`src/rtl/irqc_pkg.sv`:
```
package irqc_pkg;

  typedef enum logic [1:0] {
    REG_EVENT  = 2'd0,
    REG_ENABLE = 2'd1,
    REG_CLEAR  = 2'd2,
    REG_LEVEL  = 2'd3
  } regSel_e;

  // Strobes passed from the address decoder to the datapath.
  typedef struct packed {
    logic       hit;
    logic       wrEnable;
    logic       wrClear;
    regSel_e    sel;
    logic [7:0] bank;
  } busStrobe_t;

endpackage

```
`src/rtl/irqc_ctrl.sv`:
```
module irqc_ctrl
  import irqc_pkg::*;
#(
  parameter int NUM_BANKS = 2,
  parameter int ADDR_W    = 6
) (
  input  logic              clk,
  input  logic              rstN,
  input  logic [ADDR_W-1:0] busAddr,
  input  logic              busWe,
  output busStrobe_t        strb
);

  localparam int BLK_W = ADDR_W - 4;

  // Bank b has its base at 16*(NUM_BANKS-b): 0x20 for bank 0, 0x10 for bank 1.
  always_comb begin
    strb      = '0;
    strb.sel  = regSel_e'(busAddr[3:2]);
    for (int b = 0; b < NUM_BANKS; b++) begin
      if (busAddr[ADDR_W-1:4] == BLK_W'(NUM_BANKS - b) && busAddr[1:0] == 2'b00) begin
        strb.hit  = 1'b1;
        strb.bank = 8'(b);
      end
    end
    strb.wrEnable = strb.hit && busWe && (strb.sel == REG_ENABLE);
    strb.wrClear  = strb.hit && busWe && (strb.sel == REG_CLEAR);
  end

  AST_WR_UNMAPPED: assert property (@(posedge clk) disable iff (!rstN)
    (busWe && (busAddr[ADDR_W-1:4] == '0 || busAddr[1:0] != 2'b00)) |-> !(strb.wrEnable || strb.wrClear));

endmodule

```
`src/rtl/irqc_datapath.sv`:
```
module irqc_datapath
  import irqc_pkg::*;
#(
  parameter int NUM_BANKS   = 2,
  parameter int BANK_W      = 32,
  parameter int SYNC_STAGES = 2
) (
  input  logic                          clk,
  input  logic                          rstN,
  input  logic [NUM_BANKS*BANK_W-1:0]   srcIn,
  input  busStrobe_t                    strb,
  input  logic [BANK_W-1:0]             wrData,
  output logic [BANK_W-1:0]             rdData,
  output logic                          irqOut
);

  localparam int NUM_SRC = NUM_BANKS * BANK_W;

  logic [SYNC_STAGES-1:0][NUM_SRC-1:0] syncPipe;
  logic [NUM_SRC-1:0]                  syncLast;
  logic [NUM_SRC-1:0]                  levelVec;
  logic [NUM_SRC-1:0]                  riseVec;

  logic [NUM_BANKS-1:0][BANK_W-1:0] levelB;
  logic [NUM_BANKS-1:0][BANK_W-1:0] riseB;
  logic [NUM_BANKS-1:0][BANK_W-1:0] eventQ;
  logic [NUM_BANKS-1:0][BANK_W-1:0] enableQ;
  logic [NUM_BANKS-1:0][BANK_W-1:0] clearMask;
  logic [NUM_BANKS-1:0]             enableHit;

  // Synchronizer chain, followed by one more stage for edge detection.
  always_ff @(posedge clk or negedge rstN) begin
    if (!rstN) begin
      syncPipe <= '0;
      syncLast <= '0;
    end else begin
      syncPipe <= {syncPipe[SYNC_STAGES-2:0], srcIn};
      syncLast <= syncPipe[SYNC_STAGES-1];
    end
  end

  assign levelVec = syncPipe[SYNC_STAGES-1];
  assign riseVec  = levelVec & ~syncLast;
  assign levelB   = levelVec;
  assign riseB    = riseVec;

  always_comb begin
    for (int b = 0; b < NUM_BANKS; b++) begin
      enableHit[b] = strb.wrEnable && (strb.bank == 8'(b));
      clearMask[b] = (strb.wrClear && (strb.bank == 8'(b))) ? wrData : '0;
    end
  end

  // A set from a new edge takes priority over a clear in the same cycle.
  always_ff @(posedge clk or negedge rstN) begin
    if (!rstN) begin
      eventQ  <= '0;
      enableQ <= '0;
    end else begin
      for (int b = 0; b < NUM_BANKS; b++) begin
        eventQ[b] <= (eventQ[b] & ~clearMask[b]) | (riseB[b] & enableQ[b]);
        if (enableHit[b]) enableQ[b] <= wrData;
      end
    end
  end

  always_comb begin
    irqOut = 1'b0;
    for (int b = 0; b < NUM_BANKS; b++) irqOut = irqOut | (|(eventQ[b] & enableQ[b]));
  end

  always_comb begin
    rdData = '0;
    for (int b = 0; b < NUM_BANKS; b++) begin
      if (strb.hit && strb.bank == 8'(b)) begin
        unique case (strb.sel)
          REG_EVENT:  rdData = eventQ[b];
          REG_ENABLE: rdData = enableQ[b];
          REG_LEVEL:  rdData = levelB[b];
          REG_CLEAR:  rdData = '0;
        endcase
      end
    end
  end

  for (genvar g = 0; g < NUM_BANKS; g++) begin : gChk
    AST_EVENT_FROM_EDGE: assert property (@(posedge clk) disable iff (!rstN)
      ((eventQ[g] & ~$past(eventQ[g])) & ~$past(riseB[g] & enableQ[g])) == '0);
    AST_CLEAR_TAKES: assert property (@(posedge clk) disable iff (!rstN)
      (eventQ[g] & $past(clearMask[g] & ~(riseB[g] & enableQ[g]))) == '0);
    AST_EVENT_HELD: assert property (@(posedge clk) disable iff (!rstN)
      ($past(eventQ[g]) & ~$past(clearMask[g]) & ~eventQ[g]) == '0);
    AST_ENABLE_READBACK: assert property (@(posedge clk) disable iff (!rstN)
      $past(enableHit[g]) |-> (enableQ[g] == $past(wrData)));
  end

  AST_IRQ_NEEDS_ENABLE: assert property (@(posedge clk) disable iff (!rstN)
    irqOut |-> (|enableQ));

endmodule

```
`src/rtl/dual_bank_irq_regs.sv`:
```
module dual_bank_irq_regs
  import irqc_pkg::*;
#(
  parameter int NUM_BANKS   = 2,
  parameter int BANK_W      = 32,
  parameter int ADDR_W      = 6,
  parameter int SYNC_STAGES = 2
) (
  input  logic                        clk,
  input  logic                        rstN,
  input  logic [NUM_BANKS*BANK_W-1:0] srcIn,
  input  logic [ADDR_W-1:0]           busAddr,
  input  logic                        busWe,
  input  logic [BANK_W-1:0]           busWdata,
  output logic [BANK_W-1:0]           busRdata,
  output logic                        irqOut
);

  busStrobe_t strb;

  irqc_ctrl #(
    .NUM_BANKS(NUM_BANKS),
    .ADDR_W   (ADDR_W)
  ) uCtrl (
    .clk    (clk),
    .rstN   (rstN),
    .busAddr(busAddr),
    .busWe  (busWe),
    .strb   (strb)
  );

  irqc_datapath #(
    .NUM_BANKS  (NUM_BANKS),
    .BANK_W     (BANK_W),
    .SYNC_STAGES(SYNC_STAGES)
  ) uData (
    .clk   (clk),
    .rstN  (rstN),
    .srcIn (srcIn),
    .strb  (strb),
    .wrData(busWdata),
    .rdData(busRdata),
    .irqOut(irqOut)
  );

endmodule

```
`config.mk`:
```
export PLATFORM = sky130hd
export DESIGN_NAME = dual_bank_irq_regs
export DESIGN_NICKNAME = d
export VERILOG_FILES = /design/src/rtl/irqc_pkg.sv /design/src/rtl/irqc_ctrl.sv /design/src/rtl/irqc_datapath.sv /design/src/rtl/dual_bank_irq_regs.sv
export SDC_FILE = /design/constraint.sdc
export NUM_CORES = 1
export LEC_CHECK = 0
export CORE_UTILIZATION = 45
export DETAILED_ROUTE_END_ITERATION = 6
export PLACE_DENSITY = 0.78
export RECOVER_POWER = 100
export SYNTH_ARGS = -nofsm -noshare
export SYNTH_HDL_FRONTEND = slang
export SYNTH_SLANG_ARGS = --single-unit
```
`constraint.sdc`:
```
create_clock -name clk -period 2.97 [get_ports clk]
set_input_delay 0.297 -clock clk [delete_from_list [all_inputs] [get_ports clk]]
set_output_delay 0.297 -clock clk [all_outputs]
set_load 0.05 [all_outputs]
```
==> summary.txt, run 1 <==
Clock tree
  • Post-CTS Setup Bufs: 0
  • CTS tree: done
  • Clock sinks: 320
  • Num CTS Buffers: 31
  • H-tree depth: 1
  • Clock Pin Slew Worst Setup and Hold Paths: 70 ps
  • Root buffer cell: clkbuf_16
  • Clk buf depth: 3
  • Clock Latency Late Sink: 550 ps

Critical path
  • CP Class: register to primary output
  • Crit path required time: 2670 ps
  • Crit path max fanout: 4
  • Crit path launch type: register
  • Slowest stage delay, CP: 530 ps
  • CP max-delay cell: or4_1
  • Arrival time worst endpoint: 2570 ps
  • CP endpoint kind: primary output
  • Cells along the critical path: a22o_1, a221oi_1, nand4_1, or4_1, clkbuf_4

GRT
  • Antenna violations before repair: 3
  • Largest net degree at the start of global routing: 86
  • Total track usage: 22.1%
  • Final global-route overflow total: 0
  • First-pass GRT wire length: around 47000 um
  • Vias in the first global route: just over 8000

Cells and area
  • Fillers: 2074
  • Area of the multi-input gates: 3630 um^2
  • Final core occ: 55.8%
  • FF/Latch Area: 8010 um^2
  • Area grow syn2layout: 21.0%
  • Layout cells sized above 1: 17.3%
  • Fin nets: 1080

Timing
  • Max_slew headroom: -48.3%
  • Pins Over Slew Limit: 83
  • Period utilisation layout: 96.5%
  • Minimum clock period: 2870 ps
  • Tightest Pin Transition: 2220 ps
  • Total negative slack: 0 ps
  • Fin. Hold Viols: 0
  • Setup Viol. Count Final: 0
  • Clk_skew: 6.66 ps
  • Fin worst setup slack: between 100 and 150 ps
  • RSZ-0062 raised after global routing: no
  • F_max: 0.349 GHz

Synth
  • Syn Area/Cell: 14.7 um^2
  • Top cells by area, synth: dfrtp_1 66%, mux2_4 7.4%, mux2_2 6.3%, o2bb2ai_1 4.6%, a22oi_1 4.0%
  • Top cell type by total area after synthesis: dfrtp_1
  • Yosys warning count: 0
  • Synth Instances: 822
  • Sequential-to-total area share from yosys stat: 66.2%
  • Post-synth net total: between 900 and 1000
  • Cell area after synthesis: 12100 um^2
  • Yosys cell types: 22
  • Top cell type's share of synthesized area: 66.2%
  • Seq cells post-synth: 320

Power
  • LEAKAGE: roughly 6.2 nW
  • Cell area power density: around 700 nW/um^2
  • Worst VDD drop: 0.421 mV

Placement
  • Hpwl dp: 19800 um
  • Port Buf Inserts: around 140
  • DP Worst Slack: 458 ps
  • Placer Congestion: 0.829

Route
  • 1st-pass router iterations: 7
  • WL final: 29900 um
  • Total number of vias: 7707
  • Post-DRT Antenna Nets: 0
  • DR iter-0 viols: between 700 and 800
  • Drt drc: 8
  • Vias per cell: 5.77
  • Avg WL per Cell: around 22 um

Floorplan
  • Die width: 166 um
  • DIE AREA: 27500 um^2
  • FP Rows: 59
  • Starting Density: 46.1%
  • Core area: 26200 um^2
  • Boundary pin count: 138
  • Die height: 166 um

Hold path
  • HP Class: input pin to register

Run status
  • Status: finished, violations left
  • Failing checks: DRC, capacitance limit, slew limit

Job
  • Max Cap Viol: 1
==> where the power goes <==
part | total (W) | switching, W | internal, W | leakage (nW)
combinational | 0.00104 | 0.000493 | 0.000549 | 1.97
sequential | 0.00505 | 0.000328 | 0.00472 | 3.68
clock | 0.00408 | 0.00161 | 0.00247 | 0.548
==> sequential cells by signal (all words and copies together) (netlist names) <==
| register | cells |
|---|---|
| uData.enableQ | 64 |
| uData.eventQ | 64 |
| uData.levelB | 64 |
| uData.syncLast | 64 |
| uData.syncPipe | 64 |
==> cells in the final DEF (no fill, tap or decap), types with 31 or more instances in the layout <==
| cell | instances |
|---|---|
| dfrtp_1 | 320 |
| nand2_1 | 128 |
| mux2_2 | 68 |
| dlygate4sd3_1 | 66 |
| o2bb2ai_1 | 64 |
| a22oi_1 | 64 |
| mux2_1 | 38 |
| clkdlybuf4s50_1 | 36 |
| o22ai_1 | 32 |
| clkbuf_16 | 31 |
==> stage by stage <==
stage	hold WS, ps	cells	instance area (um^2)	power (W)
after detailed placement	335	1276	14200	0.00627
after floorplan	1.41	822	12100	0.00567
after global routing	279	1336	14600	0.0106
after global placement	333	1276	14200	0.00622
after CTS	159	1334	15400	0.0104
final	295	1336	14600	0.0102
==> cell usage after synthesis, drive strengths merged <==
cell type	n
dfrtp	320
mux2	128
nand2	128
a22oi	64
o2bb2ai	64
o22ai	32
buf	24
a221oi	16
a22o	16
clkbuf	16
nor2	5
nand4	4
nand3b	2
or4b	2
or4	1
==> cell families (layout without fill, tap and decap cells) <==
logic type | after synthesis | in the layout | share of synthesized area, %
flops | 320 | 320 | 66.2
other cells | 0 | 2 | 0
compound gates | 192 | 192 | 12.6
mux | 128 | 128 | 13.8
simple gates | 142 | 142 | 5.08
buf+inv | 40 | 217 | 2.34
==> area by class of cell <==
cell class	instances	share of cell area, %
sequential	320	54.7
multi-input combinational	462	24.8
timing repair buffer	160	10.1
clock buffer	50	6.88
tap	335	2.86
clock inverter	7	0.582
antenna	2	0.0342
==> metal layers <==
layer,GRT usage [%],up-vias,part of all wire [%]
met3,4.12,57,7.6
met1,31.3,3955,43
li1,-,3339,-
met2,33.9,356,47
met4,8.25,0,3.2
met5,0,-,0
==> worst paths after layout <==
path / from / to / slack, ps / depth (start not counted)
setup / recovery: uData.enableQ[14] / irqOut / 100 / 5
hold / removal: srcIn[8] / uData.syncPipe[8] / 300 / 1
setup reg to reg: uData.enableQ[54] / uData.enableQ[54] / 2090 / 1
hold reg to reg: uData.syncPipe[19] / uData.levelB[19] / 350 / 0
max in group asynchronous: rstN / uData.syncLast[62] / 620 / 3
min in group asynchronous: rstN / uData.levelB[58] / 920 / 2
==> worst max-delay path, delay by kind of cell, from the launching register on <==
kind / cells / cell delay (ps)
simple gates: 2 / 760
buf+inv: 1 / 250
compound gates: 2 / 590
flops: 1 / 410
==> timing repair <==
| item | in CTS | in global routing |
|---|---|---|
| hold buffers | 1 | 0 |
| gates resized for setup | 0 | 1 |
| endpoints found under the setup margin | 0 | 1 |
| endpoints found under the hold margin | 80 | 0 |
(Power assumes the default switching activity.)
==> run 2: changes to the inputs <==
- SLEW_MARGIN: unset -> 20
- SYNTH_HIERARCHICAL: unset -> 1
==> run 2 against run 1 <==
  * Largest power group unchanged
  * Setup slack gained 11 ps
  * Global-route usage grew 0.52 points
  * Worst hold slack gained 47 ps
  * Critical path type unchanged
  * Sequential cell count is the same
  * The flow still finishes with violations (DRC, capacitance limit, slew limit)
  * Clock skew grew 4.2 ps
  * Wire length grew 2.6%
  * Area after synthesis grew 0.50%
  * Largest cell class unchanged
  * Clock power grew 7.4%
  * Maximum frequency grew 0.38%
==> summary.txt, run 2 <==
Synth
  • Post-synth EDFFs: 0 (unchanged)
  • Top cell type by total area after synthesis: dfrtp_1
  • Yosys cell types: 31 (+41%)
  • Primary FF master, synth: dfrtp_1
  • Post-synthesis async set-or-reset flop share: 100% (unchanged)
  • Syn Area/Cell: 13.4 um^2 (-8.8%)
  • Synth cell count leaders: 320 x dfrtp_1, 130 x nand2_1
  • Count leader, synth: dfrtp_1
  • Top cell type's share of synthesized area: 65.9% (-0.33 points)
  • Yosys warning count: 6 (+6)
  • Seq cells post-synth: 320 (unchanged)
  • Sequential-to-total area share from yosys stat: 65.9% (-0.33 points)
  • Synth Instances: 906 (+10%)
  • Top cells by area, synth: dfrtp_1 66%, mux2_4 7.4%, mux2i_1 5.3%, o2bb2ai_1 4.6%, nand2_1 4.0%
  • Cell area after synthesis: 12200 um^2 (+0.50%)

Route
  • Total number of vias: 8032 (+4.2%)
  • Avg WL per Cell: 21.7 um (-3.2%)
  • Drt drc: 9 (+1)
  • 1st-pass router iterations: 7 (unchanged)
  • Post-DRT Antenna Nets: 0 (unchanged)
  • Vias per cell: 5.67 (-1.7%)
  • DR iter-0 viols: 718 (-4.9%)
  • WL final: 30700 um (+2.6%)

Clock tree
  • Clock Pin Slew Worst Setup and Hold Paths: 60 ps (about the same)
  • Clock sinks: 320 (unchanged)
  • Clk buf depth: 3 (unchanged)
  • PostCTS Resize Cnt: 0 (unchanged)
  • Num CTS Buffers: 34 (+9.7%)
  • CTS tree: done
  • Root buffer cell: clkbuf_16
  • H-tree depth: 2 (+1)
  • Clock Latency Late Sink: 510 ps (-40 ps)

GRT
  • Antenna violations before repair: 4 (+1)
  • First-pass GRT wire length: 48100 um (+2.0%)
  • Total track usage: 22.6% (+0.52 points)
  • Largest net degree at the start of global routing: 104 (+21%)
  • Final global-route overflow total: 0 (unchanged)
  • Vias in the first global route: 8395 (+3.6%)

Timing
  • Setup Viol. Count Final: 0 (unchanged)
  • Max_slew headroom: -14.6% (+34 points)
  • RSZ-0062 raised after global routing: no
  • Minimum clock period: 2860 ps (-10.7 ps)
  • F_max: 0.350 GHz (+0.38%)
  • Fin. Hold Viols: 0 (unchanged)
  • Tightest Pin Transition: 1720 ps (-506 ps)
  • Period utilisation layout: 96.2% (-0.36 points)
  • Pins Over Slew Limit: 71 (-14%)
  • Total negative slack: 0 ps (unchanged)
  • Clk_skew: 10.9 ps (+4.23 ps)
  • Worst hold margin: 343 ps (+47.4 ps)

Floorplan
  • FP Rows: 59 (unchanged)
  • Starting Density: 46.2% (+0.099 points)
  • DIE AREA: 27700 um^2 (+0.49%)
  • Die width: 166 um (+0.24%)
  • Boundary pin count: 138 (unchanged)
  • Core area: 26300 um^2 (+0.28%)
  • Die height: 166 um (+0.24%)

Run status
  • Status: finished, violations left
  • Failing checks: DRC, capacitance limit, slew limit

Critical path
  • Crit path launch type: register
  • CP Class: register to primary output
  • CP startpoint: uData/eventQ[19]
  • Arrival time worst endpoint: 2560 ps (about the same)
  • Crit path max fanout: 3 (-1)
  • Crit path required time: 2670 ps (about the same)
  • Worst reg2reg startpoint: uData/enableQ[38]
  • CP endpoint kind: primary output

Cells and area
  • Commonest non-fill, non-tap cell in the layout: dfrtp_1
  • Area grow syn2layout: 23.6%
  • Most frequent cells in the layout: 320 x dfrtp_1, 130 x nand2_1, 65 x dlygate4sd3_1
  • Fin nets: 1159 (+7.3%)
  • Layout cells sized above 1: 10.5% (-6.8 points)

Hold path
  • HP Class: input pin to register
  • Worst Hold Launch: srcIn[48]

Power
  • Worst VDD drop: 0.329 mV (-22%)
  • Logic pwr share: 4.9% (-5.3 points)
  • LEAKAGE: 6.48 nW (+4.4%)
  • Switching Share: 21.5% (-2.4 points)
  • Cell-internal power: 0.00740 W (-4.4%)
  • Overall Power: 0.00942 W (-7.3%)
  • Clock power share: 46.5% (+6.4 points)
  • Net Sw Power: 0.00202 W (-17%)
  • Seq pwr share: 48.6% (-1.0 points)
  • Cell area power density: 627 nW/um^2 (-9.7%)

Placement
  • Port Buf Inserts: 137 (unchanged)
  • Hpwl dp: 19900 um (+0.80%)
  • Placer Congestion: 0.794 (-4.2%)

Job
  • Max Cap Viol: 1 (unchanged)
-- run 2: cell types whose count changed after synthesis, moves of 4 or more --
cell	before	now
a21oi_1	0	64
a22oi_1	64	0
nor2_1	1	64
mux2_2	68	4
buf_6	2	6
buf_2	7	13
buf_12	6	0
mux2i_1	0	64
buf_4	3	9
-- run 2: area by class of cell --
| class | instances | area [um^2] |
|---|---|---|
| diodes | 3 | 7.51 |
| clock buffers | 52 | 1050 |
| clock inverters | 8 | 125 |
| fillers | 2085 | 11300 |
| inverters | 2 | 7.51 |
| multi-input cells | 542 | 3630 |
| flip-flops and latches | 320 | 8010 |
| well taps | 335 | 419 |
| repair buffers | 154 | 1770 |
-- run 2: what timing repair did --
item,in CTS,in global routing
buffers inserted,0,0
hold buffers,1,0
hold endpoints to repair,68,0
-- run 2: critical path, stage by stage (launching register included) --
cell,delay [ps]
dfrtp_1,420
a22o_1,260
a221oi_1,360
nand4_1,180
or4_1,600
buf_4,230
-- run 2: worst paths after layout --
| check | end | slack (ps) | cells after the start |
|---|---|---|---|
| max | irqOut | 110 | 5 |
| max in group asynchronous | uData/eventQ[26] | 510 | 3 |
| max reg2reg | uData/enableQ[38] | 2080 | 1 |
| min | uData/syncPipe[48] | 340 | 1 |
| min reg2reg | uData/levelB[39] | 350 | 0 |
| min in group asynchronous | uData/syncPipe[27] | 800 | 2 |
-- run 2: per-stage QoR --
stage | util, % | std cells | cell area, um^2 | setup slack [ps]
5_1_grt | 57.1 | 1416 | 15000 | 7.38
4_1_cts | 58.7 | 1413 | 15400 | 80.5
2_1_floorplan | - | 912 | 12200 | 104
3_5_place_dp | 54.2 | 1352 | 14200 | 209
3_3_place_gp | 54.2 | 1352 | 14200 | 269
6_report | 57.1 | 1416 | 15000 | 114
-- run 2: routing by layer --
layer / global-route usage, % / vias up / wire [um]
li1: - / 3525 / -
met1: 31.0 / 4109 / 13100
met2: 35.4 / 321 / 14700
met3: 4.55 / 75 / 1910
met4: 9.02 / 2 / 1010
met5: 0 / - / 11
-- run 2: logic make-up (layout without fill, tap and decap cells) --
family,Yosys count,after routing,share of synthesized area (%)
AOI/OAI and AO/OA,192,192,11.2
xor gates and xnor gates,1,1,0.0721
buffers and inverters,50,216,2.33
DFF,320,320,65.9
muxes,128,128,13.1
other,1,10,0.0309
and+or+nand+nor,214,214,7.42
-- run 2: power groups by stage --
stage               clock (W)  combinational (W)  sequential (W)
floorplan                   0           0.000176         0.00462
global placement            0           0.000496         0.00465
detailed placement          0           0.000494         0.00465
CTS                   0.00445           0.000499         0.00458
global route          0.00464           0.000509         0.00459
finish                0.00438           0.000463         0.00458
